==> src/rtl/irq_pkg.sv <==
package irq_pkg;
  parameter int unsigned IRQ_LVL_W = 3;
  parameter int unsigned IRQ_N_DEV = 8;

  typedef logic [IRQ_LVL_W-1:0] irq_lvl_t;
endpackage

==> src/rtl/irq_prio_tree.sv <==
module irq_prio_tree
  import irq_pkg::*;
#(
  parameter int unsigned N_DEV = IRQ_N_DEV,
  localparam int unsigned IDX_W = $clog2(N_DEV),
  localparam int unsigned LEAVES = 1 << IDX_W
) (
  input  logic [N_DEV-1:0]           req_i,
  input  logic [N_DEV*IRQ_LVL_W-1:0] req_lvl_i,
  output logic                       win_vld_o,
  output logic [IDX_W-1:0]           win_idx_o,
  output irq_lvl_t                   win_lvl_o
);

  // heap-ordered tree, node 1 is the root, leaves at LEAVES..2*LEAVES-1
  logic                 node_vld [1:2*LEAVES-1];
  irq_lvl_t             node_lvl [1:2*LEAVES-1];
  logic [IDX_W-1:0]     node_idx [1:2*LEAVES-1];

  for (genvar k = 0; k < LEAVES; k++) begin : g_leaf
    if (k < N_DEV) begin : g_real
      assign node_vld[LEAVES+k] = req_i[k];
      assign node_lvl[LEAVES+k] = req_lvl_i[k*IRQ_LVL_W +: IRQ_LVL_W];
    end else begin : g_pad
      assign node_vld[LEAVES+k] = 1'b0;
      assign node_lvl[LEAVES+k] = '0;
    end
    assign node_idx[LEAVES+k] = IDX_W'(k);
  end

  for (genvar n = 1; n < LEAVES; n++) begin : g_node
    logic take_right;
    // strict compare keeps ties on the left (lower index) side
    assign take_right = node_vld[2*n+1] &&
                        (!node_vld[2*n] || (node_lvl[2*n+1] > node_lvl[2*n]));
    assign node_vld[n] = node_vld[2*n] | node_vld[2*n+1];
    assign node_lvl[n] = take_right ? node_lvl[2*n+1] : node_lvl[2*n];
    assign node_idx[n] = take_right ? node_idx[2*n+1] : node_idx[2*n];
  end

  assign win_vld_o = node_vld[1];
  assign win_idx_o = node_idx[1];
  assign win_lvl_o = node_lvl[1];

  always_comb begin
    for (int k = 0; k < N_DEV; k++) begin
      if (req_i[k]) begin

        max_lvl_chk: assert (req_lvl_i[k*IRQ_LVL_W +: IRQ_LVL_W] <= win_lvl_o);

        tie_low_chk: assert (req_lvl_i[k*IRQ_LVL_W +: IRQ_LVL_W] != win_lvl_o ||
                             k >= int'(win_idx_o));
      end
    end
    if (win_vld_o) begin

      win_req_chk: assert (req_i[win_idx_o]);
    end
  end

endmodule

==> src/rtl/irq_lvl_gate.sv <==
module irq_lvl_gate
  import irq_pkg::*;
(
  input  logic     win_vld_i,
  input  irq_lvl_t win_lvl_i,
  input  irq_lvl_t cur_lvl_i,
  output logic     irq_o
);

  assign irq_o = win_vld_i && (win_lvl_i > cur_lvl_i);

endmodule

==> src/rtl/irq_arbiter.sv <==
module irq_arbiter
  import irq_pkg::*;
#(
  parameter int unsigned N_DEV = IRQ_N_DEV,
  localparam int unsigned IDX_W = $clog2(N_DEV)
) (
  input  logic                       clk_i,
  input  logic                       rst_ni,
  input  logic [N_DEV-1:0]           req_i,
  input  logic [N_DEV*IRQ_LVL_W-1:0] req_lvl_i,
  input  logic [IRQ_LVL_W-1:0]       cur_lvl_i,
  input  logic                       boundary_i,
  output logic                       irq_o,
  output logic                       take_o,
  output logic [IDX_W-1:0]           win_idx_o,
  output logic [IRQ_LVL_W-1:0]       win_lvl_o
);

  logic             win_vld;
  logic [IDX_W-1:0] win_idx;
  irq_lvl_t         win_lvl;
  logic             irq_cond;

  logic             take_q;
  logic [IDX_W-1:0] idx_q;
  irq_lvl_t         lvl_q;

  irq_prio_tree #(.N_DEV(N_DEV)) u_tree (
    .req_i     (req_i),
    .req_lvl_i (req_lvl_i),
    .win_vld_o (win_vld),
    .win_idx_o (win_idx),
    .win_lvl_o (win_lvl)
  );

  irq_lvl_gate u_gate (
    .win_vld_i (win_vld),
    .win_lvl_i (win_lvl),
    .cur_lvl_i (cur_lvl_i),
    .irq_o     (irq_cond)
  );

  always_ff @(posedge clk_i or negedge rst_ni) begin
    if (!rst_ni) begin
      take_q <= 1'b0;
      idx_q  <= '0;
      lvl_q  <= '0;
    end else begin
      take_q <= boundary_i & irq_cond;
      if (win_vld) begin
        idx_q <= win_idx;
        lvl_q <= win_lvl;
      end
    end
  end

  assign irq_o     = irq_cond;
  assign take_o    = take_q;
  assign win_idx_o = idx_q;
  assign win_lvl_o = lvl_q;


  irq_needs_req_chk: assert property (@(posedge clk_i) disable iff (!rst_ni)
    irq_o |-> (|req_i));


  irq_above_cur_chk: assert property (@(posedge clk_i) disable iff (!rst_ni)
    (win_vld && (win_lvl <= cur_lvl_i)) |-> !irq_o);


  take_cause_chk: assert property (@(posedge clk_i) disable iff (!rst_ni)
    take_o |-> $past(boundary_i && irq_o));


  take_idle_chk: assert property (@(posedge clk_i) disable iff (!rst_ni)
    !(boundary_i && irq_o) |=> !take_o);


  latch_chk: assert property (@(posedge clk_i) disable iff (!rst_ni)
    win_vld |=> (win_idx_o == $past(win_idx)) && (win_lvl_o == $past(win_lvl)));


  hold_chk: assert property (@(posedge clk_i) disable iff (!rst_ni)
    !(|req_i) |=> $stable(win_idx_o) && $stable(win_lvl_o));

endmodule

==> config.mk <==
export PLATFORM = sky130hd
export DESIGN_NAME = irq_arbiter
export DESIGN_NICKNAME = d
export VERILOG_FILES = /design/src/rtl/irq_pkg.sv /design/src/rtl/irq_prio_tree.sv /design/src/rtl/irq_lvl_gate.sv /design/src/rtl/irq_arbiter.sv
export SDC_FILE = /design/constraint.sdc
export NUM_CORES = 1
export LEC_CHECK = 0
export BUFFER_PORTS_ARGS = -buffer_cell sky130_fd_sc_hd__buf_2
export CAP_MARGIN = 10
export CORE_MARGIN = 3
export CORE_UTILIZATION = 45
export CTS_CLUSTER_DIAMETER = 60
export DETAILED_ROUTE_END_ITERATION = 16
export GPL_TIMING_DRIVEN = 0
export HOLD_SLACK_MARGIN = 0.1
export PLACE_DENSITY = 0.8
export SYNTH_ARGS = -nofsm -noshare
export SYNTH_HDL_FRONTEND = slang
export SYNTH_SLANG_ARGS = --single-unit
==> constraint.sdc <==
create_clock -name clk_i -period 9.75 [get_ports clk_i]
set_clock_uncertainty 0.2 [all_clocks]
set_input_delay 1.95 -clock clk_i [delete_from_list [all_inputs] [get_ports clk_i]]
set_output_delay 1.95 -clock clk_i [all_outputs]
set_load 0.05 [all_outputs]
## Word-level counts from Yosys, hierarchy flattened

Cells that the tools add are included.

| word-level totals | value |
|---|---|
| register bits | 7 |
| latch bits | 0 |
| RAM bits | 0 |
| bits in read-only memories | 0 |
| input port bits | 38 |
| output and inout bits | 8 |
| memories | 0 |

| operators by class | value |
|---|---|
| add/sub/neg operators | 0 |
| $mul | 0 |
| div/mod/pow operators | 0 |
| $lt $le $gt $ge | 8 |
| equality and inequality tests | 0 |
| shift-type cells | 0 |
| mux-type cells | 14 |
| bitwise gates (word level) | 8 |
| reductions and logical operators | 22 |

Operators with widths:

| kind | count |
|---|---|
| > comparator 3 bit | 8 |
| two-way mux 3 bit | 8 |
| logical AND 1 bit | 8 |
| logical NOT 1 bit | 7 |
| logical OR 1 bit | 7 |
| OR 1 bit | 7 |
| two-way mux 1 bit | 4 |
| two-way mux 2 bit | 2 |
| AND 1 bit | 1 |

## Longest topological paths before layout

Gate-level depths: netlist (run 1).

| logic depth | value |
|---|---|
| depth after elaboration | 15 |
| gate-level depth with buffers | 29 |
| gate-level depth less buffers | 29 |

## By module

A second synthesis (run 1) with hierarchy kept.

| unflattened totals | value |
|---|---|
| cells, all modules | 210 |
| area total of the unflattened synthesis | 1662.8 um^2 |

By module, submodules not included:

| module | instances | cells each | area an instance (um^2) | seq. area each (um^2) |
|---|---|---|---|---|
| irq_prio_tree | 1 | 184 | 1296.2 | 0.0 |
| irq_arbiter | 1 | 15 | 282.8 | 175.2 |
| irq_lvl_gate | 1 | 11 | 83.8 | 0.0 |

## Worst setup path after synthesis (run 1)

OpenSTA, ideal clock, no wires.

| path | value |
|---|---|
| kind | input-to-output |
| start | in req_lvl_i[19] |
| end | out irq_o |
| arrival time | 7.176 ns |
| required time | 7.600 ns |
| path slack | 0.424 ns |
| cell stages on the path | 26 |
| cell sequence | inv_1 -> ha_1 -> nor2b_1 -> o21a_1 -> o21ai_0 -> a21boi_1 -> mux2i_1 -> inv_1 -> ha_1 -> a21o_1 -> a21oi_1 -> a31oi_1 -> o22ai_1 -> mux2i_1 -> ha_1 -> nor2b_1 -> o21ai_0 -> nand2b_1 -> a22oi_1 -> nor2_1 -> nand2_1 -> o21ai_1 -> ha_1 -> a21o_1 -> a21oi_1 -> a311oi_1 |

| on the way | value |
|---|---|
| longest elaborated chain between the ends | 14 |

RTL lines:

| item | line | RTL |
|---|---|---|
| start, declared | irq_arbiter.sv:10 | `input logic [N_DEV*IRQ_LVL_W-1:0] req_lvl_i,` |
| > comparator 3 bit | irq_prio_tree.sv:35 | `(!node_vld[2*n] \|\| (node_lvl[2*n+1] > node_lvl[2*n]));` |
| logical OR 1 bit | irq_prio_tree.sv:35 |  |
| logical AND 1 bit | irq_prio_tree.sv:34 | `assign take_right = node_vld[2*n+1] &&` |
| two-way mux 3 bit * | irq_prio_tree.sv:37 | `assign node_lvl[n] = take_right ? node_lvl[2*n+1] : node_lvl[2*n];` |
| > comparator 3 bit | irq_prio_tree.sv:35 |  |
| logical OR 1 bit | irq_prio_tree.sv:35 |  |
| logical AND 1 bit | irq_prio_tree.sv:34 |  |
| two-way mux 3 bit * | irq_prio_tree.sv:37 |  |
| > comparator 3 bit | irq_prio_tree.sv:35 |  |
| logical OR 1 bit | irq_prio_tree.sv:35 |  |
| logical AND 1 bit | irq_prio_tree.sv:34 |  |
| two-way mux 3 bit * | irq_prio_tree.sv:37 |  |
| named net u_gate.win_lvl_i[1] | irq_lvl_gate.sv:5 | `input irq_lvl_t win_lvl_i,` |
| > comparator 3 bit * | irq_lvl_gate.sv:10 | `assign irq_o = win_vld_i && (win_lvl_i > cur_lvl_i);` |
| logical AND 1 bit * | irq_lvl_gate.sv:10 |  |
| end, declared | irq_arbiter.sv:13 | `output logic irq_o,` |

The timed path passes the listed nets; every way through them passes the cells marked *.

## Worst setup path after layout (run 1)

| path | value |
|---|---|
| start | in req_lvl_i[13] |
| end | out irq_o |

The elaborated chain is that of the path after synthesis.

==> flow_summary_export.csv, run 1 <==
group,metric,value,unit
outcome,status,"completed",
synth,synth.area.top_cells,"ha_1 22%, dfrtp_1 14%, mux2i_1 7.1%",
place,post-place-cells,235,
power,leakage,0.8685,nW
clocking,clkTransAtPathRegs,0.05,ns
routing,totalWireLength,2.875,mm
synth,ys_seq_elements,7,
global_routing,gr-total-overflow,0,
layout,n_antenna_cell,0,
layout,final_nets,270,
sta,worst_slew_pin_slew,0.4384,ns
place,portBuffers,45,
critical_path,arrival,6.96,ns
sta,timing_hold_violations_final,0,
synth,yosysUniqueCellTypes,42,
sta,setup_viol,0,
synth,synthesis.area,1264,µm²
place,place_congestion,0.7613,
layout,design_area,1563,µm²
floorplanning,pin_count,46,
synth,synth_common_cells,"22 x ha_1, 22 x inv_1, 12 x nor2_1",
floorplanning,die_w,58.99,µm
synth,synth_top_area_share,21.78,%
routing,vias,1299,
synth,ys_seq_area_share,13.86,%
synth,syn_avg_cell_area,7.898,µm²
sta,rsz0062_at_grt,"no",
routing,first_pass_iters,4,
power,ir_worst_vdd,0.0001658,V
power,p_per_area,176.7,nW/µm²
global_routing,grt_first_pass_wirelength,4.830,mm
layout,finalNonFillerCells,239,
critical_path,critPathMostFrequentCell,"ha_1",
place,placed_area,1526,µm²
sta,fmax,109.8,MHz
clocking,root_buffer,"clkbuf_4",
clocking,tritoncts,"yes",
clocking,clockBufferDepth,2,
floorplanning,start_util,49.22,%
critical_path,worst-endpoint-required,7.60,ns
floorplanning,die_y,58.99,µm
routing,drtAntennaViolNets,0,
critical_path,crit_path_end_kind,"output port",
synth,yosys_warnings,0,
min_path,min-delay-path-class,"reg -> reg",
sta,whs,0.2905,ns
routing,drt_iter0_markers,52,
power,internal_power,0.1285,mW
layout,area_growth,23.66,%
clocking,ctsHtreeMaxLevel,1,
synth,yosys.area.top_type,"ha_1",
layout,drive_above_1_share,27.75,%
power,p_seq_share,18.1,%
clocking,cts.sinks,7,
synth,synth_cells,160,
power,swShare,53.47,%
critical_path,worst_path_largest_cell_delay,0.37,ns
sta,drv_slew,0,
critical_path,worstSetupPathType,"in -> out",
sta,period_needed,9.107,ns
synth,synth_enable_flop_cells,0,
power,finalPower,0.2761,mW
clocking,numCtsBuffers,3,
clocking,postCtsHoldBufs,0,
critical_path,critPathMaxFanout,5,
global_routing,grt_use_total,17.22,%
synth,syn-num-nets,220,
floorplanning,die_area,3480,µm²
synth,ys.flop_type,"dfrtp_1",
critical_path,ff2ff_setup_slack,8.74,ns
sta,fin_setup_tns,0,ns
power,clockPowerShare,8.9,%
synth,async_flop_share,100.0,%
floorplanning,core,2567,µm²
power,pwr-share-comb,73.0,%
critical_path,slowest_stage,"a21boi_1",
run,maxCapViolations,0,
sta,layout_worst_path_cycle_share,93.41,%
global_routing,grt_start_max_net_pins,10,
place,place.detailed.hpwl,2.511,mm
floorplanning,num_rows,18,
layout,fill_cells,252,
global_routing,grt_pass1_vias,1220,
sta,slew_headroom,70.50,%
routing,drc_errors,0,
clocking,insertion_delay,0.24,ns
critical_path,cp-start-kind,"input port",
power,p_sw,0.1476,mW
global_routing,antenna_found_initial,0,
routing,via_per_inst,5.435,
routing,wl_per_cell,12.03,µm
==> cell type report <==
| cell class | instances | area [µm²] | share of cell area, % |
|---|---|---|---|
| Clock buffer | 4 | 26.28 | 1.681 |
| Multi-Input combinational cell | 130 | 1012 | 64.77 |
| Buffer | 1 | 3.754 | 0.2402 |
| Sequential cell | 7 | 175.2 | 11.21 |
| Inverter | 22 | 82.58 | 5.284 |
| Tap cell | 30 | 37.54 | 2.402 |
| Timing Repair Buffer | 45 | 225.2 | 14.41 |
==> critical path, delay by kind of cell <==
kind | cells | cell delay (ns)
AOI/OAI and AO/OA | 12 | 2.15
adders and majority gates | 4 | 1.13
muxes | 2 | 0.66
and+or+nand+nor | 5 | 0.63
buffers and inverters | 3 | 0.45
==> flip-flops by register name, indices dropped and copies added (netlist names) <==
| signal | flops |
|---|---|
| win_idx_o | 3 |
| win_lvl_o | 3 |
| take_o | 1 |
==> kinds of logic (layout without fill, tap and decap cells) <==
family | count (synthesis) | after routing | share of synthesized area, %
buffers and inverters | 23 | 72 | 6.831
adder cells (fa/ha/maj) | 22 | 22 | 21.78
flip-flops | 7 | 7 | 13.86
AND/OR/NAND/NOR | 49 | 49 | 20.20
multiplexers | 13 | 13 | 11.29
AO/OA/AOI/OAI | 46 | 46 | 26.04
==> final timing paths <==
kind / from / endpoint / cells past startpoint
max: req_lvl_i[13] / irq_o / 26
min: win_lvl_o[2] / win_lvl_o[2] / 2
max reg2reg: win_idx_o[1] / win_idx_o[1] / 1
min reg2reg: win_lvl_o[2] / win_lvl_o[2] / 2
max in group asynchronous: rst_ni / win_lvl_o[0] / 1
min in group asynchronous: rst_ni / win_lvl_o[2] / 1
==> timing repair <==
item	in CTS	in global routing
setup buffers	0	0
endpoints found under the hold margin	0	0
resized for setup	0	2
endpoints found under the setup margin	0	1
==> power groups by stage <==
stage	sequential, mW	clock, mW	combinational [mW]
after floorplan	0.0996	0	0.103
after global placement	0.0502	0	0.198
after global routing	0.0516	0.0278	0.222
final	0.0500	0.0245	0.202
after CTS	0.0498	0.0254	0.201
after detailed placement	0.0502	0	0.201
==> through the flow <==
step	utilization (%)	worst slack, ns
finish	60.87	0.6429
global route	60.87	0.03896
CTS	60.48	0.4402
detailed placement	59.45	0.4600
global placement	59.45	0.4821
floorplan	-	0.4236
==> metal layers <==
metal | global-route usage [%] | vias to the layer above | wire [µm]
met4 | 3.883 | 0 | 14
met2 | 28.71 | 30 | 1335
met3 | 2.179 | 2 | 139
met5 | 0 | - | 0
li1 | - | 692 | -
met1 | 23.66 | 575 | 1385
==> layout by cell type (no fill, tap or decap), drive strengths merged, types with 2 or more instances in the layout <==
cell	count
a21oi	9
o21a	3
and3	4
ha	22
o21ai	8
a21o	3
a221o	3
a311oi	2
mux2i	9
clkbuf	5
nor3	2
nor2b	4
nand3	6
inv	22
mux2	4
dfrtp	7
and3b	2
nor2	12
a22oi	2
a21boi	2
a211oi	2
nand2b	2
and2	2
or2	2
nand2	8
nand3b	3
o31ai	3
buf	45
No activity file was read; power rests on OpenSTA's default activity.
==> inputs of run 2 (changes only) <==
--- a/config.mk
+++ b/config.mk
@@ -7,13 +7,15 @@
 export LEC_CHECK = 0
 export BUFFER_PORTS_ARGS = -buffer_cell sky130_fd_sc_hd__buf_2
 export CAP_MARGIN = 10
+export CELL_PAD_IN_SITES_DETAIL_PLACEMENT = 0
+export CELL_PAD_IN_SITES_GLOBAL_PLACEMENT = 1
 export CORE_MARGIN = 3
-export CORE_UTILIZATION = 45
+export CORE_UTILIZATION = 35
 export CTS_CLUSTER_DIAMETER = 60
 export DETAILED_ROUTE_END_ITERATION = 16
 export GPL_TIMING_DRIVEN = 0
 export HOLD_SLACK_MARGIN = 0.1
-export PLACE_DENSITY = 0.8
+export PLACE_DENSITY = 0.86
 export SYNTH_ARGS = -nofsm -noshare
 export SYNTH_HDL_FRONTEND = slang
 export SYNTH_SLANG_ARGS = --single-unit
==> flow_summary_export.csv, run 2 (synthesis results as in run 1) <==
group,metric,value,unit
outcome,status,"completed",
global_routing,gr-total-overflow,0,
min_path,hold_end,"win_lvl_o[2]",
sta,rsz0062_at_grt,"no",
critical_path,slowest_stage,"a21boi_1",
routing,drtAntennaViolNets,0,
critical_path,arrival,6.98,ns
critical_path,ff2ff_setup_slack,8.72,ns
clocking,insertion_delay,0.24,ns
sta,fin_setup_tns,0,ns
critical_path,critPathMostFrequentCell,"ha_1",
power,p_seq_share,18.1,%
clocking,root_buffer,"clkbuf_4",
min_path,min-delay-path-class,"reg -> reg",
routing,drc_errors,0,
critical_path,worst-endpoint-required,7.60,ns
power,clockPowerShare,9.0,%
run,maxCapViolations,0,
clocking,ctsHtreeMaxLevel,1,
power,p_sw,0.1482,mW
power,ir_worst_vdd,0.0001598,V
critical_path,worst_path_largest_cell_delay,0.40,ns
floorplanning,die_y,66.09,µm
place,place.detailed.hpwl,2.515,mm
sta,worst_slew_pin_slew,0.4867,ns
clocking,numCtsBuffers,3,
layout,n_antenna_cell,0,
place,place_congestion,0.8312,
routing,wl_per_cell,11.30,µm
power,internal_power,0.1286,mW
layout,most-common-layout-cells,"45 x buf_2, 22 x inv_1, 22 x ha_1",
layout,finalNonFillerCells,255,
critical_path,cp-start-kind,"input port",
layout,drive_above_1_share,27.75,%
routing,via_per_inst,5.047,
min_path,holdPathStages,2,
layout,final_nets,270,
critical_path,reg2reg_to,"win_idx_o[1]",
sta,timing_hold_violations_final,0,
clocking,cts_setup_buffers,0,
routing,vias,1287,
sta,layout_worst_path_cycle_share,93.60,%
place,portBuffers,45,
critical_path,crit_path_end_kind,"output port",
power,pwr-share-comb,73.0,%
power,p_per_area,174.8,nW/µm²
sta,setup_viol,0,
floorplanning,die_area,4368,µm²
floorplanning,num_rows,21,
sta,drv_slew,0,
global_routing,grt_use_total,13.65,%
critical_path,startpoint,"req_lvl_i[13]",
layout,layout_commonest_cell,"buf_2",
routing,totalWireLength,2.882,mm
sta,period_needed,9.126,ns
clocking,cts.sinks,7,
sta,fmax,109.6,MHz
clocking,clkTransAtPathRegs,0.04,ns
clocking,clockBufferDepth,2,
layout,area_growth,25.25,%
critical_path,r2r_start,"win_idx_o[1]",
place,post-place-cells,251,
power,finalPower,0.2767,mW
global_routing,grt_start_max_net_pins,10,
min_path,hold_start,"win_lvl_o[2]",
global_routing,grt_first_pass_wirelength,4.878,mm
routing,first_pass_iters,4,
global_routing,antenna_found_initial,0,
sta,slew_headroom,67.26,%
power,swShare,53.54,%
global_routing,grt_pass1_vias,1162,
critical_path,critPathMaxFanout,7,
critical_path,rr_worst_depth,1,
routing,drt_iter0_markers,31,
floorplanning,die_w,66.09,µm
floorplanning,start_util,37.00,%
clocking,tritoncts,"yes",
floorplanning,pin_count,46,
layout,fill_cells,376,
floorplanning,core,3416,µm²
power,leakage,0.8685,nW
critical_path,worstSetupPathType,"in -> out",
## run 2: cell counts in the layout (fill, tap and decap cells not counted)
No cell type changed its count.
## run 2: final cells by class
type / instances / area [µm²] / share of cell area (%)
tap: 46 / 57.56 / 3.636
multi-input combinational: 130 / 1012 / 63.95
timing repair buffer: 45 / 225.2 / 14.23
inverter: 22 / 82.58 / 5.217
clock buffer: 4 / 26.28 / 1.660
sequential: 7 / 175.2 / 11.07
buffer: 1 / 3.754 / 0.2372
## run 2: worst max-delay path by stage
stage | endpoint | depth (start not counted) | slack (ns)
floorplan | irq_o | 26 | 0.42
global placement | irq_o | 28 | 0.42
detailed placement | irq_o | 28 | 0.39
CTS | irq_o | 28 | 0.38
global route | irq_o | 27 | 0.08
finish | irq_o | 27 | 0.62
## run 2: what timing repair did
action | in CTS | in global routing
endpoints found under the hold margin | 0 | 0
endpoints found under the setup margin | 0 | 1
gates resized for setup | 0 | 2
hold buffers | 0 | 0
## run 2: power groups by stage
stage	sequential, mW	combinational [mW]	clock [mW]
floorplan	0.0996	0.103	0
detailed placement	0.0505	0.201	0
CTS	0.0500	0.203	0.0263
finish	0.0500	0.202	0.0249
global route	0.0520	0.224	0.0278
global placement	0.0506	0.200	0
## run 2: worst max-delay path: cells and delay by family
kind	cells	cell delay, ns
AOI/OAI and AO/OA	13	2.08
adders and majority gates	4	1.18
muxes	2	0.70
and+or+nand+nor	5	0.63
buffers and inverters	3	0.46
## run 2: routing by layer
metal	part of all wire, %	up-vias	global-route usage (%)
met5	0	-	0
li1	-	698	-
met4	0	0	3.046
met1	52	560	19.92
met3	4.6	0	1.020
met2	43	29	21.69
## run 2: through the flow
stage / hold WS, ns / area, µm² / setup WS (ns) / utilization, %
after floorplan: 0.5599 / 1264 / 0.4236 / -
after global placement: 0.2824 / 1546 / 0.4150 / 45.27
after detailed placement: 0.2821 / 1546 / 0.3889 / 45.27
after CTS: 0.2970 / 1573 / 0.3790 / 46.04
after global routing: 0.3250 / 1583 / 0.07560 / 46.34
final: 0.2877 / 1583 / 0.6237 / 46.34
==> inputs of run 3 (changes only) <==
--- a/config.mk
+++ b/config.mk
@@ -14,7 +14,7 @@
 export CTS_CLUSTER_DIAMETER = 60
 export DETAILED_ROUTE_END_ITERATION = 16
 export GPL_TIMING_DRIVEN = 0
-export HOLD_SLACK_MARGIN = 0.1
+export HOLD_SLACK_MARGIN = 0.02
 export PLACE_DENSITY = 0.86
 export SYNTH_ARGS = -nofsm -noshare
 export SYNTH_HDL_FRONTEND = slang
==> constraint.sdc (replaced) <==
create_clock -name clk_i -period 9.75 [get_ports clk_i]
set_clock_uncertainty 0.2 [all_clocks]
set_input_delay 0.4875 -clock clk_i [delete_from_list [all_inputs] [get_ports clk_i]]
set_output_delay 0.4875 -clock clk_i [all_outputs]
set_load 0.05 [all_outputs]
==> flow_summary_export.csv, run 3 (synthesis results as in run 1) <==
group,metric,value,unit
min_path,hold_start,"boundary_i",
routing,first_pass_iters,4,
place,place_congestion,0.8312,
routing,drc_errors,0,
sta,setup_viol,0,
routing,wl_per_cell,11.27,µm
critical_path,cp-start-kind,"input port",
critical_path,arrival,5.73,ns
power,leakage,0.8688,nW
clocking,clkTransAtPathRegs,0.04,ns
global_routing,grt_use_total,13.72,%
routing,via_per_inst,5.031,
sta,worst_slew_pin_slew,0.4867,ns
critical_path,worst_path_largest_cell_delay,0.40,ns
critical_path,critPathMostFrequentCell,"ha_1",
floorplanning,pin_count,46,
floorplanning,start_util,37.00,%
routing,drtAntennaViolNets,0,
layout,fill_cells,375,
sta,layout_worst_path_cycle_share,65.84,%
clocking,insertion_delay,0.24,ns
sta,whs,0.2516,ns
layout,most-common-layout-cells,"45 x buf_2, 22 x inv_1, 22 x ha_1",
layout,drive_above_1_share,26.67,%
global_routing,antenna_found_initial,0,
sta,fmax,155.8,MHz
min_path,min-delay-path-class,"in -> reg",
power,ir_worst_vdd,0.0001598,V
routing,vias,1288,
critical_path,cp_top_family,"compound AO/OA/AOI/OAI gates",
floorplanning,die_area,4368,µm²
sta,period_needed,6.419,ns
critical_path,rr_worst_depth,1,
clocking,tritoncts,"yes",
critical_path,r2r_start,"win_idx_o[1]",
place,portBuffers,45,
floorplanning,die_y,66.09,µm
critical_path,crit_path_end_kind,"output port",
critical_path,ff2ff_setup_slack,8.72,ns
critical_path,worst-endpoint-required,9.06,ns
clocking,cts.sinks,7,
critical_path,critPathBufInv,4,
run,maxCapViolations,0,
routing,totalWireLength,2.885,mm
clocking,numCtsBuffers,3,
global_routing,gr-total-overflow,0,
layout,layout_commonest_cell,"buf_2",
critical_path,critPathMaxFanout,7,
floorplanning,num_rows,21,
global_routing,grt_first_pass_wirelength,4.905,mm
clocking,ctsHtreeMaxLevel,1,
sta,drv_slew,0,
min_path,hold_end,"take_o",
layout,area_growth,25.25,%
sta,rsz0062_at_grt,"no",
sta,fin_setup_tns,0,ns
global_routing,grt_pass1_vias,1174,
critical_path,reg2reg_to,"win_idx_o[1]",
clocking,ctsResizeCount,0,
clocking,root_buffer,"clkbuf_4",
min_path,holdPathStages,2,
routing,drt_iter0_markers,27,
layout,final_nets,271,
critical_path,slowest_stage,"a21boi_1",
global_routing,grt_start_max_net_pins,10,
sta,slew_headroom,67.25,%
power,p_per_area,174.5,nW/µm²
place,place.detailed.hpwl,2.515,mm
floorplanning,die_w,66.09,µm
layout,n_antenna_cell,0,
sta,timing_hold_violations_final,0,
clocking,clockBufferDepth,2,
outcome,status,"completed",
floorplanning,core,3416,µm²
critical_path,worstSetupPathType,"in -> out",
## run 3: cell types whose count changed in the layout (fill, tap and decap cells not counted), sizes merged
cell	change
dlygate4sd3	+1
## run 3: timing repair
action,in CTS,in global routing
endpoints found under the hold margin,7,0
setup buffers,0,0
hold buffers,1,0
## run 3: layout make-up
type / instances / area (µm²) / share of cell area [%]
Multi-Input combinational cell: 130 / 1002 / 63.32
Timing Repair Buffer: 46 / 235.2 / 14.86
Sequential cell: 7 / 175.2 / 11.07
Inverter: 22 / 82.58 / 5.217
Tap cell: 46 / 57.56 / 3.636
Clock buffer: 4 / 26.28 / 1.660
Buffer: 1 / 3.754 / 0.2372
## run 3: how the worst max path moves through the flow
stage / startpoint / endpoint / slack (ns) / cells past startpoint
finish: req_lvl_i[19] / irq_o / 3.33 / 28
global route: req_lvl_i[19] / irq_o / 2.73 / 28
CTS: req_lvl_i[19] / irq_o / 3.30 / 28
detailed placement: req_lvl_i[19] / irq_o / 3.31 / 28
global placement: req_lvl_i[19] / irq_o / 3.34 / 28
floorplan: req_lvl_i[19] / irq_o / 3.35 / 26
## run 3: where the power goes
part           internal [mW]  leakage, nW  switching [mW]  total (mW)
sequential            0.0431       0.0843         0.00691      0.0500
combinational         0.0698        0.769           0.132       0.201
clock                 0.0155       0.0150         0.00934      0.0249
total                  0.128        0.869           0.148       0.276
## run 3: routing by layer
layer | vias up | track usage [%] | routed length, µm
met5 | - | 0 | 0
met3 | 0 | 1.020 | 125
met2 | 29 | 21.93 | 1240
li1 | 700 | - | -
met4 | 0 | 3.046 | 0
met1 | 559 | 19.92 | 1519
## run 3: per-stage QoR
| stage | std cells | total power, mW | worst slack (ns) | cell area, µm² | util [%] |
|---|---|---|---|---|---|
| after floorplan | 160 | 0.2026 | 3.349 | 1264 | - |
| after global routing | 256 | 0.3033 | 2.729 | 1583 | 46.34 |
| after global placement | 251 | 0.2509 | 3.340 | 1546 | 45.27 |
| after CTS | 256 | 0.2795 | 3.304 | 1583 | 46.34 |
| final | 256 | 0.2762 | 3.331 | 1583 | 46.34 |
| after detailed placement | 251 | 0.2515 | 3.314 | 1546 | 45.27 |
